<file path="src/rtl/wbuf_pkg.sv">
package wbuf_pkg;

    // Which stage answered a read lookup.
    typedef enum logic [1:0] {
        SRC_ARRAY  = 2'd0,
        SRC_BUFFER = 2'd1,
        SRC_WRITE  = 2'd2
    } wbuf_src_e;

endpackage

</file>
<file path="src/rtl/wbuf_entry.sv">
// One-entry (index, data) holding buffer with same-cycle drain and refill.
module wbuf_entry #(
    parameter int IDX_W  = 5,
    parameter int DATA_W = 32
) (
    input  logic              clk,
    input  logic              rst_n,
    input  logic              push_valid,
    output logic              push_ready,
    input  logic [IDX_W-1:0]  push_idx,
    input  logic [DATA_W-1:0] push_data,
    output logic              held_valid,
    output logic [IDX_W-1:0]  held_idx,
    output logic [DATA_W-1:0] held_data,
    output logic              drain_fire
);

    typedef struct packed {
        logic              valid;
        logic [IDX_W-1:0]  idx;
        logic [DATA_W-1:0] data;
    } slot_t;

    slot_t slot_d, slot_q;
    logic  accept;

    always_comb begin
        slot_d     = slot_q;
        drain_fire = slot_q.valid;
        push_ready = !slot_q.valid || drain_fire;
        accept     = push_valid && push_ready;
        if (accept) begin
            slot_d.valid = 1'b1;
            slot_d.idx   = push_idx;
            slot_d.data  = push_data;
        end else if (drain_fire) begin
            slot_d.valid = 1'b0;
        end
    end

    always_ff @(posedge clk or negedge rst_n) begin
        if (!rst_n) begin
            slot_q.valid <= 1'b0;
        end else begin
            slot_q <= slot_d;
        end
    end

    assign held_valid = slot_q.valid;
    assign held_idx   = slot_q.idx;
    assign held_data  = slot_q.data;

endmodule

</file>
<file path="src/rtl/wbuf_store.sv">
// Plain storage array: one write port fed by the drain, NUM_RD read ports.
module wbuf_store #(
    parameter int NUM_REGS = 32,
    parameter int DATA_W   = 32,
    parameter int NUM_RD   = 2,
    localparam int IDX_W   = $clog2(NUM_REGS)
) (
    input  logic                           clk,
    input  logic                           we,
    input  logic [IDX_W-1:0]               waddr,
    input  logic [DATA_W-1:0]              wdata,
    input  logic [NUM_RD-1:0][IDX_W-1:0]   raddr,
    output logic [NUM_RD-1:0][DATA_W-1:0]  rdata
);

    logic [DATA_W-1:0] mem_d [NUM_REGS];
    logic [DATA_W-1:0] mem_q [NUM_REGS];

    always_comb begin
        for (int i = 0; i < NUM_REGS; i++) begin
            mem_d[i] = mem_q[i];
        end
        if (we) begin
            mem_d[waddr] = wdata;
        end
    end

    always_ff @(posedge clk) begin
        for (int i = 0; i < NUM_REGS; i++) begin
            mem_q[i] <= mem_d[i];
        end
    end

    for (genvar p = 0; p < NUM_RD; p++) begin : g_rd
        assign rdata[p] = mem_q[raddr[p]];
    end

endmodule

</file>
<file path="src/rtl/wbuf_lookup.sv">
// Per-port read resolution: same-cycle write, then buffer, then array.
module wbuf_lookup #(
    parameter int IDX_W  = 5,
    parameter int DATA_W = 32
) (
    input  logic [IDX_W-1:0]   rd_idx,
    input  logic               wr_fire,
    input  logic [IDX_W-1:0]   wr_idx,
    input  logic [DATA_W-1:0]  wr_data,
    input  logic               buf_valid,
    input  logic [IDX_W-1:0]   buf_idx,
    input  logic [DATA_W-1:0]  buf_data,
    input  logic [DATA_W-1:0]  arr_data,
    output logic [DATA_W-1:0]  rd_data,
    output wbuf_pkg::wbuf_src_e rd_src
);
    import wbuf_pkg::*;

    always_comb begin
        if (wr_fire && (wr_idx == rd_idx)) begin
            rd_src = SRC_WRITE;
        end else if (buf_valid && (buf_idx == rd_idx)) begin
            rd_src = SRC_BUFFER;
        end else begin
            rd_src = SRC_ARRAY;
        end
        unique case (rd_src)
            SRC_WRITE:  rd_data = wr_data;
            SRC_BUFFER: rd_data = buf_data;
            default:    rd_data = arr_data;
        endcase
    end

endmodule

</file>
<file path="src/rtl/wbuf_regfile.sv">
// Top: write-buffered register file with same-cycle read forwarding.
module wbuf_regfile #(
    parameter int NUM_REGS = 32,
    parameter int DATA_W   = 32,
    localparam int IDX_W   = $clog2(NUM_REGS)
) (
    input  logic              clk,
    input  logic              rst_n,
    input  logic              wr_valid,
    output logic              wr_ready,
    input  logic [IDX_W-1:0]  wr_idx,
    input  logic [DATA_W-1:0] wr_data,
    input  logic [IDX_W-1:0]  rd0_idx,
    output logic [DATA_W-1:0] rd0_data,
    input  logic [IDX_W-1:0]  rd1_idx,
    output logic [DATA_W-1:0] rd1_data
);
    import wbuf_pkg::*;

    localparam int NUM_RD = 2;

    logic              buf_vld;
    logic [IDX_W-1:0]  buf_idx;
    logic [DATA_W-1:0] buf_dat;
    logic              drain;
    logic              wr_fire;

    logic [NUM_RD-1:0][IDX_W-1:0]  rd_idx_all;
    logic [NUM_RD-1:0][DATA_W-1:0] arr_dat_all;
    logic [NUM_RD-1:0][DATA_W-1:0] rd_dat_all;
    wbuf_src_e                     rd_src_all [NUM_RD];

    assign wr_fire       = wr_valid && wr_ready;
    assign rd_idx_all[0] = rd0_idx;
    assign rd_idx_all[1] = rd1_idx;
    assign rd0_data      = rd_dat_all[0];
    assign rd1_data      = rd_dat_all[1];

    wbuf_entry #(.IDX_W(IDX_W), .DATA_W(DATA_W)) u_entry (
        .clk        (clk),
        .rst_n      (rst_n),
        .push_valid (wr_valid),
        .push_ready (wr_ready),
        .push_idx   (wr_idx),
        .push_data  (wr_data),
        .held_valid (buf_vld),
        .held_idx   (buf_idx),
        .held_data  (buf_dat),
        .drain_fire (drain)
    );

    wbuf_store #(.NUM_REGS(NUM_REGS), .DATA_W(DATA_W), .NUM_RD(NUM_RD)) u_store (
        .clk   (clk),
        .we    (drain),
        .waddr (buf_idx),
        .wdata (buf_dat),
        .raddr (rd_idx_all),
        .rdata (arr_dat_all)
    );

    for (genvar p = 0; p < NUM_RD; p++) begin : g_port
        wbuf_lookup #(.IDX_W(IDX_W), .DATA_W(DATA_W)) u_lookup (
            .rd_idx    (rd_idx_all[p]),
            .wr_fire   (wr_fire),
            .wr_idx    (wr_idx),
            .wr_data   (wr_data),
            .buf_valid (buf_vld),
            .buf_idx   (buf_idx),
            .buf_data  (buf_dat),
            .arr_data  (arr_dat_all[p]),
            .rd_data   (rd_dat_all[p]),
            .rd_src    (rd_src_all[p])
        );
    end

endmodule

</file>
<file path="config.mk">
export PLATFORM = sky130hd
export DESIGN_NAME = wbuf_regfile
export DESIGN_NICKNAME = d
export VERILOG_FILES = /design/src/rtl/wbuf_pkg.sv /design/src/rtl/wbuf_entry.sv /design/src/rtl/wbuf_store.sv /design/src/rtl/wbuf_lookup.sv /design/src/rtl/wbuf_regfile.sv
export SDC_FILE = /design/constraint.sdc
export NUM_CORES = 1
export LEC_CHECK = 0
export CORE_AREA = 2 2 294 296
export DETAILED_ROUTE_END_ITERATION = 10
export DIE_AREA = 0 0 296 298
export DONT_BUFFER_PORTS = 1
export PLACE_DENSITY_LB_ADDON = 0.1
export SETUP_SLACK_MARGIN = 0.5
export SLEW_MARGIN = 20
export SYNTH_ARGS = -nofsm -noshare
export SYNTH_HDL_FRONTEND = slang
export SYNTH_SLANG_ARGS = --single-unit
</file>
<file path="constraint.sdc">
create_clock -name clk -period 2.9 [get_ports clk]
set_input_delay 0.435 -clock clk [delete_from_list [all_inputs] [get_ports clk]]
set_output_delay 0.435 -clock clk [all_outputs]
set_load 0.05 [all_outputs]
</file>
# Word-level counts from Yosys, hierarchy flattened
# Memory sizes are Yosys's and may differ from the RTL's.
# Cells that the tools add are included.
[op_classes]
n_mux = 11
n_eq_ne = 8
bitwise_logic = 1
reduce_logical = 6
n_lt_le_gt_ge = 2
[op_table]
columns = ["op", "count"]
rows = [
  ["$bwmux W1024", 1],
  ["$mux W1024", 1],
  ["$demux W32 S5", 1],
  ["$pmux W32 S2", 2],
  ["$mux W32", 1],
  ["$eq A5 B5 Y1", 4],
  ["$ge A6 B6 Y1 const B", 1],
  ["$lt A6 B1 Y1 const B", 1],
  ["$not A5 Y6", 1],
  ["$logic_and A1 B1 Y1", 5],
  ["$eq A2 B1 Y1 const B", 2],
  ["$eq A2 B2 Y1 const B", 2],
  ["$mux W2", 2],
  ["$mux W1", 3],
  ["$reduce_and A2 Y1", 1],
]
[totals]
regBits = 38
wordCells = 32
ram_bits = 1024
input_bits = 50
out_inout_bits = 65
mem_count = 1
[mem_list]
columns = ["name", "depth", "word_bits", "rd", "rd_ports_with_merged_regs", "wr", "line", "rtl"]
rows = [
  ["u_store.mem_q", 32, 32, 34, 0, 32, "wbuf_store.sv:17", "logic [DATA_W-1:0] mem_q [NUM_REGS];"],
]

# Logic depth before layout (Yosys ltp)
[depth]
ltp_word = 7
ltp_mapped = 10
ltp_nobuf = 5

# Hierarchy
# Synthesis repeated with hierarchy kept, for this count alone.
[hier_totals]
hier_cells = 3775
hier_area_um2 = 52341.4
[modules_own_cells]
columns = ["module", "cells_each", "area_each_um2", "instances", "seq_area_each_um2"]
rows = [
  ["wbuf_store", 3386, 48789.3, 1, 30749.5],
  ["wbuf_lookup", 173, 1192.4, 2, 0.0],
  ["wbuf_entry", 42, 1161.1, 1, 1136.1],
  ["wbuf_regfile", 1, 6.3, 1, 0.0],
]

# Worst setup path before layout
# No wires, ideal clock.
[synth_timing]
kind = "input to output"
from = "input port rd0_idx[1]"
to = "output port rd0_data[18]"
path_stages = 9
arrival_ns = 2.656
setup_slack_ns = -0.191
path_buffers = 6
required_ns = 2.465
path_cell_list = "buf_2 -> buf_6 -> buf_6 -> buf_6 -> buf_2 -> nor2_1 -> buf_2 -> a22oi_1 -> a31oi_1"
[synth_between]
elab_chain_len = 6
word_cells_on_any_way = 10
cone_classes = "eq/ne: 4; mux: 3; reduce/logical: 2; memory: 1"
[synth_rtl]
columns = ["item", "line", "rtl"]
rows = [
  ["from (decl)", "wbuf_regfile.sv:13", "input logic [IDX_W-1:0] rd0_idx,"],
  ["$eq A5 B5 Y1", "wbuf_lookup.sv:22", "end else if (buf_valid && (buf_idx == rd_idx)) begin"],
  ["$logic_and A1 B1 Y1", "wbuf_lookup.sv:22", ""],
  ["$mux W1", "wbuf_lookup.sv:22", ""],
  ["$mux W2", "wbuf_lookup.sv:20", "if (wr_fire && (wr_idx == rd_idx)) begin"],
  ["$eq A2 B1 Y1 or $eq A2 B2 Y1 (tied branches)", "wbuf_lookup.sv:27", "unique case (rd_src)"],
  ["$pmux W32 S2 *", "wbuf_lookup.sv:27", ""],
  ["to (decl)", "wbuf_regfile.sv:14", "output logic [DATA_W-1:0] rd0_data,"],
]
# Mark *: on every way between the ends. The rest lies on a longest branch, timed or not.

# Worst setup path in the final report
[layout_timing]
from = "input port rd0_idx[1]"
to = "output port rd0_data[27]"
# The elaborated chain is that of the path after synthesis.

==> impl_metrics.csv <==
group,metric,value,unit
place,numPortBuffers,0,
timing,finalSetupViolCount,64,
detailed_routing,drtIter0Drc,3882,
power,leakage,19.8,nW
global_route,grt_overflow,0,
critical_path,crit_required,2.47,ns
critical_path,crit_arrival,3.58,ns
detailed_routing,via_per_inst,7.42,
final_layout,nFillCells,5416,
timing,setup_slack,-1.11,ns
run_status,violations,"slew limit, setup timing",
global_route,antenna_found_initial,1,
global_route,grt_max_degree,283,
final_layout,syn2layout_area_growth,21.6,%
global_route,grt_pass1_vias,31510,
synth,avgSynthCellArea,17.6,um2
power,p_total,35.1,mW
clock_network,cts_max_path_buffers,3,
final_layout,nets,3012,
final_layout,final_util,0.699,
timing,slew_headroom,-0.372,
min_path,hold_path_class,"in2reg",
floorplan,initial_core_util,0.575,
final_layout,multiInputGateArea,18300,um2
run_status,status,"finished, violations left",
critical_path,cp_max_fo,282,
clock_network,numCtsBuffers,107,
power,ir_drop,0.000566,V
timing,slew_violations,159,
synth,ys_seq_area_frac,0.653,
floorplan,num_rows,107,
clock_network,clock_latency,0.68,ns
synth,async_flop_share,0.000942,
synth,ys_ff_latch,1062,
place,gp_congestion,0.864,
detailed_routing,first_pass_iters,5,
global_route,grt_pass1_wl,219000,um
timing,period_share,1.38,
synth,syn_nets,2829,
critical_path,endpoint_kind,"primary output",
timing,rsz0062_at_grt,"yes",
clock_network,htree_levels,3,
timing,tightestPinTransition,2.06,ns
floorplan,die_w,296,um
timing,hold_violations,0,
detailed_routing,routed_wl,156000,um
floorplan,die_area,88200,um2
floorplan,die_h,298,um
clock_network,clk_pin_slew_worst_paths,0.06,ns
floorplan,ios,115,
synth,syn-cell-area,48800,um2
timing,fin_worst_skew,0.0184,ns
synth,synth_edf_count,1061,
synth,ys_types,44,
clock_network,cts_root_buf,"clkbuf_16",
detailed_routing,dr_total_vias,31138,
place,hpwl,85700,um
clock_network,numClockSinks,1062,
synth,synth_cells,2779,
final_layout,regArea,31900,um2
global_route,grt_usage,0.351,
synth,ys_warn_count,0,
critical_path,start_kind,"primary input",
synth,synth_ff_type,"edfxtp_1",
power,powerDensity,592,nW/um2
detailed_routing,ant_nets,0,
floorplan,core_area,84900,um2
job,cap_violations,0,
detailed_routing,wl_per_cell,37.2,um
timing,period_needed,4.01,ns
final_layout,drive_above_1_share,0.312,
clock_network,cts_tree,"built",
timing,fmax,0.249,GHz
critical_path,crit_type,"in2out",
detailed_routing,drcViolationCount,0,
timing,timing.hold.ws,0.312,ns
-- report_power, final --
group	leakage, nW	switching, mW	total, mW	internal, mW
sequential	9.58	0.120	17.3	17.2
clock	1.66	5.81	13.5	7.74
combinational	8.56	2.27	4.22	1.96
-- sequential cells by signal (all words and copies together), names as in the netlist --
signal	flops
u_entry.drain_fire	1
u_entry.held_data	32
u_entry.held_idx	5
u_store.mem_q	1024
-- layout make-up --
class                           instances  share of cell area
Timing Repair Buffer                  310              0.0725
Inverter                                1           0.0000633
Antenna cell                            1           0.0000422
Multi-Input combinational cell       1480               0.309
Tap cell                             1144              0.0241
Clock buffer                          131              0.0474
Sequential cell                      1062               0.537
Clock inverter                         66             0.00962
-- worst max-delay path, cell delays in order --
cell	delay, ns
mux2i_1	0.68
o22ai_1	0.13
or4_1	0.59
buf_12	0.17
a221oi_2	0.27
a31oi_4	0.15
buf_12	0.17
-- repair_timing --
item,in CTS,in global routing
gates cloned,2,5
pin swaps,36,28
resized for setup,135,31
endpoints found under the hold margin,39,0
setup endpoints to repair,64,81
hold buffers,40,0
setup buffers,10,3
-- layer usage --
layer  part of all wire  vias to the layer above  GRT usage  wire (um)
met5                  0                        -          0          0
met4              0.064                        0      0.200       9970
met3               0.10                      411     0.0655      15700
met2               0.47                     2128      0.539      73600
met1               0.36                    16272      0.474      56800
li1                   -                    12327          -          -
-- worst paths after layout --
kind / start / end / slack (ns) / cells after the start
worst max-delay path: rd0_idx[1] / rd0_data[27] / -1.11 / 7
worst min-delay path: wr_valid / u_entry.held_data[26] / 0.31 / 1
worst max register to register: u_entry.held_idx[1] / u_store.mem_q[12][13] / 0.55 / 5
worst min register to register: u_entry.held_data[22] / u_store.mem_q[16][22] / 0.67 / 0
max in group asynchronous: rst_n / u_entry.drain_fire / 2.11 / 2
min in group asynchronous: rst_n / u_entry.drain_fire / 0.63 / 2
-- synthesized netlist by cell type (2+ instances only) --
cell type / n / area (um2)
a21oi_1: 8 / 40.0
a221oi_1: 60 / 526
a221oi_2: 3 / 45.0
a22oi_1: 53 / 398
a31oi_1: 63 / 394
and2_1: 3 / 18.8
and3b_1: 2 / 17.5
buf_1: 4 / 15.0
buf_2: 117 / 586
buf_4: 32 / 240
buf_6: 15 / 169
clkbuf_1: 67 / 251
edfxtp_1: 1061 / 31900
mux2_2: 5 / 56.3
mux2i_1: 523 / 5240
mux4_2: 251 / 5650
nand2_1: 10 / 37.5
nand3_1: 9 / 45.0
nand3b_1: 5 / 37.5
nand4_1: 4 / 25.0
nand4b_1: 4 / 35.0
nand4b_2: 2 / 30.0
nand4bb_1: 6 / 67.6
nor2_1: 40 / 150
nor3b_1: 2 / 15.0
nor4_1: 3 / 18.8
o2111ai_1: 2 / 17.5
o211ai_1: 5 / 37.5
o22ai_1: 320 / 2000
or2_2: 3 / 18.8
or3_1: 2 / 12.5
or3b_2: 2 / 17.5
or4_1: 63 / 473
or4b_1: 2 / 20.0
xnor2_1: 12 / 105
xor2_1: 8 / 70.1
-- per-stage QoR --
step           area (um2)  std cells  TNS, ns  setup slack (ns)
6_report            59300       4195   -38.29             -1.11
5_1_grt             59300       4194   -24.77            -0.430
4_1_cts             59000       4186   -16.41            -0.297
3_5_place_dp        54200       3937    -1.25           -0.0780
3_3_place_gp        54200       3937    -1.42            -0.135
2_1_floorplan       50900       2779        0           0.00684
-- placed cells by master (no fill, tap or decap), drive strengths merged, types with 2 or more instances in the layout --
cell type	netlist	routed
edfxtp	1061	1061
mux2i	523	523
o22ai	320	320
buf	168	266
mux4	251	251
clkbuf	68	135
a31oi	63	63
a221oi	63	63
or4	63	63
a22oi	53	53
clkinv	0	51
dlygate4sd3	0	40
nor2	40	40
xnor2	12	12
nand2	10	10
bufinv	0	10
nand3	9	9
xor2	8	8
a21oi	8	8
nand4bb	6	6
nand4b	6	6
nand3b	5	5
mux2	5	5
o211ai	5	5
nand4	4	4
clkinvlp	0	3
or2	3	3
nor4	3	3
and2	3	3
inv	1	3
nor3b	3	3
or3	2	2
or4b	2	2
o2111ai	2	2
or3b	2	2
and3b	2	2
-- kinds of logic (layout without fill, tap and decap cells) --
group,after synthesis,in the layout,synth area share
muxes,779,779,0.224
xor gates and xnor gates,20,20,0.00359
buffers and inverters,237,508,0.0260
AOI/OAI and AO/OA,514,514,0.0709
other,1,2,0.0000768
DFF,1062,1062,0.653
and+or+nand+nor,166,166,0.0219
Note: power is estimated with default switching activity, not from simulation.
